<file path="config.mk">
export PLATFORM = sky130hd
export DESIGN_NAME = bfx_unit
export DESIGN_NICKNAME = d
export VERILOG_FILES = /design/src/rtl/bfx_pkg.sv /design/src/rtl/bfx_range_check.sv /design/src/rtl/bfx_mask_gen.sv /design/src/rtl/bfx_extend.sv /design/src/rtl/bfx_unit.sv
export SDC_FILE = /design/constraint.sdc
export NUM_CORES = 1
export LEC_CHECK = 0
export BUFFER_PORTS_ARGS = -buffer_cell sky130_fd_sc_hd__buf_4
export CAP_MARGIN = 20
export CORE_ASPECT_RATIO = 1.4
export CORE_MARGIN = 1
export CORE_UTILIZATION = 40
export CTS_CLUSTER_DIAMETER = 120
export DETAILED_ROUTE_END_ITERATION = 8
export PLACE_DENSITY = 0.6
export SLEW_MARGIN = 30
export SYNTH_ARGS = -nofsm -noshare
export SYNTH_HDL_FRONTEND = slang
export SYNTH_HIERARCHICAL = 1
export SYNTH_SLANG_ARGS = --single-unit
</file>
<file path="constraint.sdc">
create_clock -name clk -period 7.81 [get_ports clk]
set_input_delay 1.562 -clock clk [delete_from_list [all_inputs] [get_ports clk]]
set_output_delay 1.562 -clock clk [all_outputs]
set_load 0.02 [all_outputs]
</file>
<file path="src/rtl/bfx_pkg.sv">
package bfx_pkg;
  typedef enum logic {
    EXT_ZERO = 1'b0,
    EXT_SIGN = 1'b1
  } ext_mode_e;
endpackage

</file>
<file path="src/rtl/bfx_range_check.sv">
module bfx_range_check #(
  parameter int DATA_W = 32,
  parameter int POS_W  = $clog2(DATA_W),
  parameter int LEN_W  = POS_W + 1
) (
  input  logic [POS_W-1:0] pos,
  input  logic [LEN_W-1:0] len,
  output logic             legal
);
  localparam int SUM_W = LEN_W + 1;

  logic [SUM_W-1:0] span_end;

  always_comb begin
    span_end = SUM_W'(pos) + SUM_W'(len);
    legal    = (len != '0) && (span_end <= SUM_W'(DATA_W));
  end
endmodule

</file>
<file path="src/rtl/bfx_mask_gen.sv">
module bfx_mask_gen #(
  parameter int DATA_W = 32,
  parameter int LEN_W  = $clog2(DATA_W) + 1
) (
  input  logic [LEN_W-1:0]  len,
  output logic [DATA_W-1:0] keep
);
  always_comb begin
    if (len >= LEN_W'(DATA_W)) begin
      keep = '1;
    end else begin
      keep = (DATA_W'(1) << len) - DATA_W'(1);
    end
  end
endmodule

</file>
<file path="src/rtl/bfx_extend.sv">
module bfx_extend #(
  parameter int DATA_W = 32,
  parameter int POS_W  = $clog2(DATA_W),
  parameter int LEN_W  = POS_W + 1
) (
  input  logic [DATA_W-1:0] src,
  input  logic [POS_W-1:0]  pos,
  input  logic [LEN_W-1:0]  len,
  input  logic [DATA_W-1:0] keep,
  input  bfx_pkg::ext_mode_e mode,
  output logic [DATA_W-1:0] field
);
  logic [DATA_W-1:0] aligned;
  logic [POS_W-1:0]  top_idx;
  logic              top_bit;
  logic              fill_bit;

  always_comb begin
    aligned  = src >> pos;
    top_idx  = (len == '0) ? '0 : POS_W'(len - LEN_W'(1));
    top_bit  = aligned[top_idx];
    fill_bit = (mode == bfx_pkg::EXT_SIGN) ? top_bit : 1'b0;
  end

  for (genvar i = 0; i < DATA_W; i++) begin : g_bit
    assign field[i] = keep[i] ? aligned[i] : fill_bit;
  end
endmodule

</file>
<file path="src/rtl/bfx_unit.sv">
module bfx_unit #(
  parameter int DATA_W = 32,
  parameter int POS_W  = $clog2(DATA_W),
  parameter int LEN_W  = POS_W + 1
) (
  input  logic              clk,
  input  logic              rst,
  input  logic              in_valid,
  input  logic [DATA_W-1:0] in_src,
  input  logic [POS_W-1:0]  in_pos,
  input  logic [LEN_W-1:0]  in_len,
  input  logic              in_signed,
  output logic              out_valid,
  output logic [DATA_W-1:0] out_data,
  output logic              out_illegal
);
  import bfx_pkg::*;

  logic              legal;
  logic [DATA_W-1:0] keep;
  logic [DATA_W-1:0] field;
  ext_mode_e         mode;

  assign mode = ext_mode_e'(in_signed);

  bfx_range_check #(.DATA_W(DATA_W), .POS_W(POS_W), .LEN_W(LEN_W)) u_range (
    .pos  (in_pos),
    .len  (in_len),
    .legal(legal)
  );

  bfx_mask_gen #(.DATA_W(DATA_W), .LEN_W(LEN_W)) u_mask (
    .len (in_len),
    .keep(keep)
  );

  bfx_extend #(.DATA_W(DATA_W), .POS_W(POS_W), .LEN_W(LEN_W)) u_ext (
    .src  (in_src),
    .pos  (in_pos),
    .len  (in_len),
    .keep (keep),
    .mode (mode),
    .field(field)
  );

  always_ff @(posedge clk) begin
    if (rst) begin
      out_valid   <= 1'b0;
      out_data    <= '0;
      out_illegal <= 1'b0;
    end else begin
      out_valid <= in_valid;
      if (in_valid) begin
        out_data    <= legal ? field : '0;
        out_illegal <= ~legal;
      end
    end
  end

  // strobe follows request by one edge
  p_strobe_follows_r7: assert property (@(posedge clk) disable iff (rst)
    in_valid |=> out_valid);
  // no strobe without request, result held
  p_idle_hold_r9: assert property (@(posedge clk) disable iff (rst)
    !in_valid |=> (!out_valid && $stable(out_data) && $stable(out_illegal)));
  // illegal result is zero
  p_illegal_zero_r6: assert property (@(posedge clk) disable iff (rst)
    out_illegal |-> (out_data == '0));
  // zero length is always illegal
  p_zero_len_r1: assert property (@(posedge clk) disable iff (rst)
    (in_valid && in_len == '0) |=> out_illegal);
  // unsigned fill is zero above the field
  p_zero_fill_r4: assert property (@(posedge clk) disable iff (rst)
    (in_valid && legal && !in_signed) |=> ((out_data >> $past(in_len)) == '0));
  // signed fill replicates the field's top bit
  p_sign_fill_r3: assert property (@(posedge clk) disable iff (rst)
    (in_valid && legal && in_signed) |=>
      (((out_data >> ($past(in_len) - LEN_W'(1))) == '0) ||
       ((~out_data >> ($past(in_len) - LEN_W'(1))) == '0)));
endmodule

</file>
==> metrics.cfg, run 1 <==
[detailed_routing]
via_per_inst = 6.244
wl_per_cell_um = 21.39
dr_total_vias = 5364
totalWireLength_um = 18380
ant_nets = 0
drt_first_pass_iters = 5
wl_met2_um = 9276
m1WireLength_um = 7240
drc = 0
drt-initial-drc-count = 340
top_layer = met4
wl_met3_um = 666

[yosys]
syn_inst = 642
synth_ff_type = dfxtp_1
yosys_register_bits = 34
synth-edff-count = 0
async_flop_share = 0
ys_seq_area_frac = 0.1193
netlist_top_cells_area = dfxtp_1 (12%), mux4_2 (11%), o31ai_2 (6.8%), mux2i_1 (5.4%), nand3_2 (4.9%)
synth_top_area_frac = 0.1193
yosys_warnings = 6
yosys.cell_types.count = 84
yosys.area.top_type = dfxtp_1
syn_area_sq_um = 5707
avgSynthCellArea_sq_um = 8.889
synth_nets = 698

[finish]
antennaDiodeCount = 0
area_delta_synth_final_pct = 10.74
seq_area_sq_um = 680.7
stdcell_area_sq_um = 6320
nets = 729
multi_input_area_sq_um = 4531
n_fill_cell = 1401
drive_gt1_frac = 0.3754
final_core_util = 0.4543

[die]
core_sq_um = 13910
die_y_um = 143.3
pin_count = 81
die_area_sq_um = 14760
initial_core_util = 0.4102
die_w_um = 103.0
placementRows = 51

[min_path]
holdPathStages = 2
hold_class = flip-flop to flip-flop

[worst_setup_path]
startpoint_type = input port
cp_max_fo = 51
r2r-end = out_illegal
cp-startpoint = in_pos[0]
regToRegSetupSlack_ps = 7180
worst_ep_arrival_time_ps = 5540
crit_path_end_kind = flip-flop
timing.rr.start = out_illegal
crit_end = out_data[31]
criticalPathCategory = input port to flip-flop
reg2reg_depth = 2
crit_required_ps = 7950

[placed_design]
portBuffers = 80
placed_area_sq_um = 6153
dp_hpwl_um = 14180
gp_congestion = 0.9974

[global_route]
grt_pass1_vias = 5068
grt_pass1_wl_um = 28520
grt_max_degree = 68
antenna_found_initial = 0
gr-usage-all-layers = 0.2535
gr-total-overflow = 0

[clocking]
cts_tree = built
clk_latency_ps = 270
clock-root-buffer = clkbuf_16
htreeDepth = 2
clk_pin_slew_ps = 50
holdBufCountCts = 0
post_cts_resized = 0
cts_buffers = 5
cts_setup_buffers = 0
clockBufferDepth = 2
clock_sinks = 34

[sta]
hold_viol_final = 0
setup_violations = 0
hold_slack_ps = 467.3
slew_headroom = 0.3744
clock.fmax_mhz = 185.2
rsz0062_at_grt = no
drv_slew = 0
finClkSkew_ps = 0
worst-slew-pin-transition_ps = 938.5
period_minus_slack_ps = 5400
period_share = 0.6915
tns_ps = 0

[power_and_ir_drop]
power_density_nw_per_um2 = 124.2
ir_drop_mv = 0.09675
p_leak_nw = 2.315
fin_total_pwr_mw = 0.7852

[status]
status = complete, no violations

[run]
cap_violations = 0

[per-layer routing]
metal,GRT usage,vias to the layer above
li1,-,2519
met4,0.1468,0
met1,0.3084,2574
met3,0.01265,54
met2,0.4382,217
met5,0,-
[registers in the layout, indices dropped and copies added, names as in the netlist]
signal / flops
out_data: 32
out_valid: 1
out_illegal: 1
[cell type report]
| type | instances | area share |
|---|---|---|
| clock buffer | 8 | 0.02633 |
| sequential | 34 | 0.1077 |
| timing repair buffer | 85 | 0.1041 |
| tap | 185 | 0.03663 |
| inverter | 14 | 0.008315 |
| multi-input combinational | 533 | 0.7169 |
[metrics by stage]
| stage | setup WS (ps) | cells |
|---|---|---|
| finish | 2410 | 859 |
| global route | 2139 | 859 |
| CTS | 2467 | 859 |
| detailed placement | 2170 | 851 |
| global placement | 2145 | 850 |
| floorplan | 3450 | 642 |
[power breakdown]
group,internal (mW),switching (mW)
logic,0.151,0.238
clock network,0.144,0.0678
registers,0.181,0.00365
total,0.475,0.310
[how the worst min path moves through the flow]
stage            startpoint           end  slack [ps]
3_3_place_gp    out_data[0]   out_data[0]         460
4_1_cts        out_data[30]  out_data[30]         470
2_1_floorplan   out_data[0]   out_data[0]         540
3_5_place_dp   out_data[30]  out_data[30]         460
5_1_grt        out_data[30]  out_data[30]         480
6_report       out_data[30]  out_data[30]         470
[logic make-up (layout without fill, tap and decap cells)]
kind of cell,Yosys count,count (layout),synth area share
compound gates,181,181,0.2657
xor+xnor,9,9,0.01381
fa+ha+maj,9,9,0.02105
buf+inv,75,107,0.09077
flops,34,34,0.1193
mux,83,83,0.2366
simple gates,251,251,0.2528
[cell usage in the layout (no fill, tap or decap), types with 3 or more instances in the layout]
cell and instances:
buf_4 84, nand2_1 58, nor2_1 42, nand2b_1 40, dfxtp_1 34, mux2i_1 31, o31ai_2 31, a21oi_2 30
nand3_2 28, mux4_2 28, nand3_1 24, a21oi_1 23, o21ai_0 22, mux2_2 14, nor3_1 14, inv_1 12
or2_2 9, mux4_1 9, ha_1 8, a31oi_1 7, xor2_1 7, a21o_1 6, nand4_1 6, clkbuf_16 5
o22ai_1 5, o211ai_1 5, nor2b_1 4, and3_1 4, nor4_1 4, o21ai_1 4, o2111ai_1 4, clkbuf_8 3
o31ai_1 3, a211oi_1 3, o21a_1 3, o221ai_1 3
[cell usage after synthesis, types with 3 or more instances]
cell type   n
a211oi_1    3
buf_12      4
o21ai_0    22
xor2_1      7
nor4_1      4
o22ai_1     5
dfxtp_1    34
a21oi_2    30
o221ai_1    3
mux2_2     14
o21ai_1     4
a31oi_1     8
mux2i_1    31
nand2_1    58
nand2b_1   40
nor2_1     42
nor2b_1     4
o31ai_2    31
a21oi_1    23
nand3_2    28
o21a_1      3
a21o_1      6
nand3_1    24
o211ai_1    5
buf_4       7
clkbuf_1    9
mux4_2     28
buf_6      15
buf_2      23
o2111ai_1   4
nor3_1     14
mux4_1      9
nand4_1     6
and3_1      4
or2_2       9
inv_1      12
o31ai_1     3
ha_1        8
[critical path, stage by stage]
cell and delay (ps):
buf_4 540, mux4_2 620, mux2_2 350, mux2i_1 250, a221oi_1 250, nand2_1 160
nand4_1 160, a311oi_4 890, buf_4 450, o31ai_2 100, nand3_1 110, a21oi_1 70
Note: power is estimated with default switching activity, not from simulation.
==> inputs of run 2 (changes only) <==
==> constraint.sdc (replaced) <==
create_clock -name clk -period 5.2 [get_ports clk]
set_input_delay 1.04 -clock clk [delete_from_list [all_inputs] [get_ports clk]]
set_output_delay 1.04 -clock clk [all_outputs]
set_load 0.02 [all_outputs]
==> run 2 against run 1 <==
  * Sequential power up 50%
  * Cell area up 0.65%
  * Routed wire length down 1.5%
  * Flip-flop and latch count unchanged
  * Non-clock buffer count up 8
  * Count of clock-buffer cells in the layout down 2
  * Combinational power up 51%
  * Utilization up 0.30 points
  * Largest cell class unchanged
==> metrics.cfg, run 2 (synthesis results as in run 1) <==
[status]
status = complete, no violations

[worst_setup_path]
crit_slowest_cell = nor4b_1
worst_ep_arrival_time_ps = 4470
cp_num_buf_inv = 3
cp_cell_sequence = buf_4 > inv_1 > ha_1 > nor4b_1 > a21o_1 > a21oi_1 > a2111oi_0 > a31oi_1 > a21oi_1 > o21ai_4 > buf_4 > o31ai_2 > nand3_2 > a21oi_2
crit_required_ps = 5410
crit_path_end_kind = flip-flop
startpoint_type = input port
critical_path.top_delay_family = compound AO/OA/AOI/OAI gates
critPathMaxStageDelay_ps = 480
criticalPathCategory = input port to flip-flop
cp_max_fo = 20

[die]
placementRows = 51
die_y_um = 143.3
pin_count = 81
die_area_sq_um = 14760
die_w_um = 103.0
core_sq_um = 13910
initial_core_util = 0.4102

[sta]
drv_slew = 0
rsz0062_at_grt = no
setup_violations = 0
hold_slack_ps = 470.5
period_share = 0.8187
period_minus_slack_ps = 4257
hold_viol_final = 0
finClkSkew_ps = 0
slew_headroom = 0.4790
tns_ps = 0
clock.fmax_mhz = 234.9
worst-slew-pin-transition_ps = 770.7

[run]
cap_violations = 0

[clocking]
cts_setup_buffers = 0
clock_sinks = 34
clk_latency_ps = 270
cts_tree = built
holdBufCountCts = 0
post_cts_resized = 0
htreeDepth = 2
clockBufferDepth = 2
clock-root-buffer = clkbuf_16
clk_pin_slew_ps = 50
cts_buffers = 5

[finish]
multi_input_area_sq_um = 4534
nets = 737
n_fill_cell = 1400
top_regs = out_data: 32 flops, out_illegal: 1 flops, out_valid: 1 flops
largest_reg_flops = 32
antennaDiodeCount = 0
drive_gt1_frac = 0.3842
layout.cells.most_common = buf_4
final_cell_mix = buf_4 (92), nand2_1 (58), nor2_1 (42)
regMostFlops = out_data
area_delta_synth_final_pct = 11.47
seq_area_sq_um = 680.7

[global_route]
antenna_found_initial = 0
grt_pass1_vias = 5054
grt_pass1_wl_um = 28000
gr-usage-all-layers = 0.2487
grt_max_degree = 68
gr-total-overflow = 0

[power_and_ir_drop]
power_density_nw_per_um2 = 181.7
p_leak_nw = 2.338
ir_drop_mv = 0.1579

[placed_design]
gp_congestion = 1.030
dp_hpwl_um = 13870
portBuffers = 80

[min_path]
hold_class = flip-flop to flip-flop

[detailed_routing]
wl_per_cell_um = 20.87
ant_nets = 0
via_per_inst = 6.133
drc = 0
drt_first_pass_iters = 5
drt-initial-drc-count = 372
dr_total_vias = 5317
totalWireLength_um = 18090

-- run 2: final timing paths --
check | startpoint | endpoint | slack, ps | cells past startpoint
hold reg to reg | out_data[0] | out_data[0] | 470 | 2
setup / recovery | in_len[0] | out_data[21] | 940 | 14
hold / removal | out_data[0] | out_data[0] | 470 | 2
setup reg to reg | out_illegal | out_illegal | 4580 | 2
-- run 2: metrics by stage --
stage	power [mW]	setup slack, ps	util	instances	area (sq um)
6_report	1.156	942.7	0.4573	867	6361
4_1_cts	1.159	853.3	0.4570	867	6357
3_5_place_dp	0.8616	586.3	0.4461	859	6206
2_1_floorplan	0.7171	1362	-	642	5707
3_3_place_gp	0.8567	591.6	0.4461	859	6206
5_1_grt	1.221	604.1	0.4573	867	6361
-- run 2: tightest hold or removal path, stage by stage, from the launching register on --
cell      delay [ps]
dfxtp_1          310
nand2b_1          60
a21oi_1           50
-- run 2: layer usage --
| layer | track usage | vias to the layer above | share of wire |
|---|---|---|---|
| li1 | - | 2527 | - |
| met1 | 0.3008 | 2520 | 0.40 |
| met2 | 0.4326 | 220 | 0.50 |
| met3 | 0.01362 | 50 | 0.038 |
| met4 | 0.1408 | 0 | 0.056 |
| met5 | 0 | - | 0 |
-- run 2: final cells by class --
type | instances | area share
Sequential cell | 34 | 0.1070
Timing Repair Buffer | 93 | 0.1117
Clock buffer | 6 | 0.02183
Clock inverter | 2 | 0.001967
Tap cell | 185 | 0.03639
Multi-Input combinational cell | 533 | 0.7128
Inverter | 14 | 0.008261
-- run 2: power breakdown --
group | internal (mW) | leakage, nW | switching, mW
clock network | 0.189 | 0.0729 | 0.103
logic | 0.231 | 1.99 | 0.356
registers | 0.271 | 0.276 | 0.00520
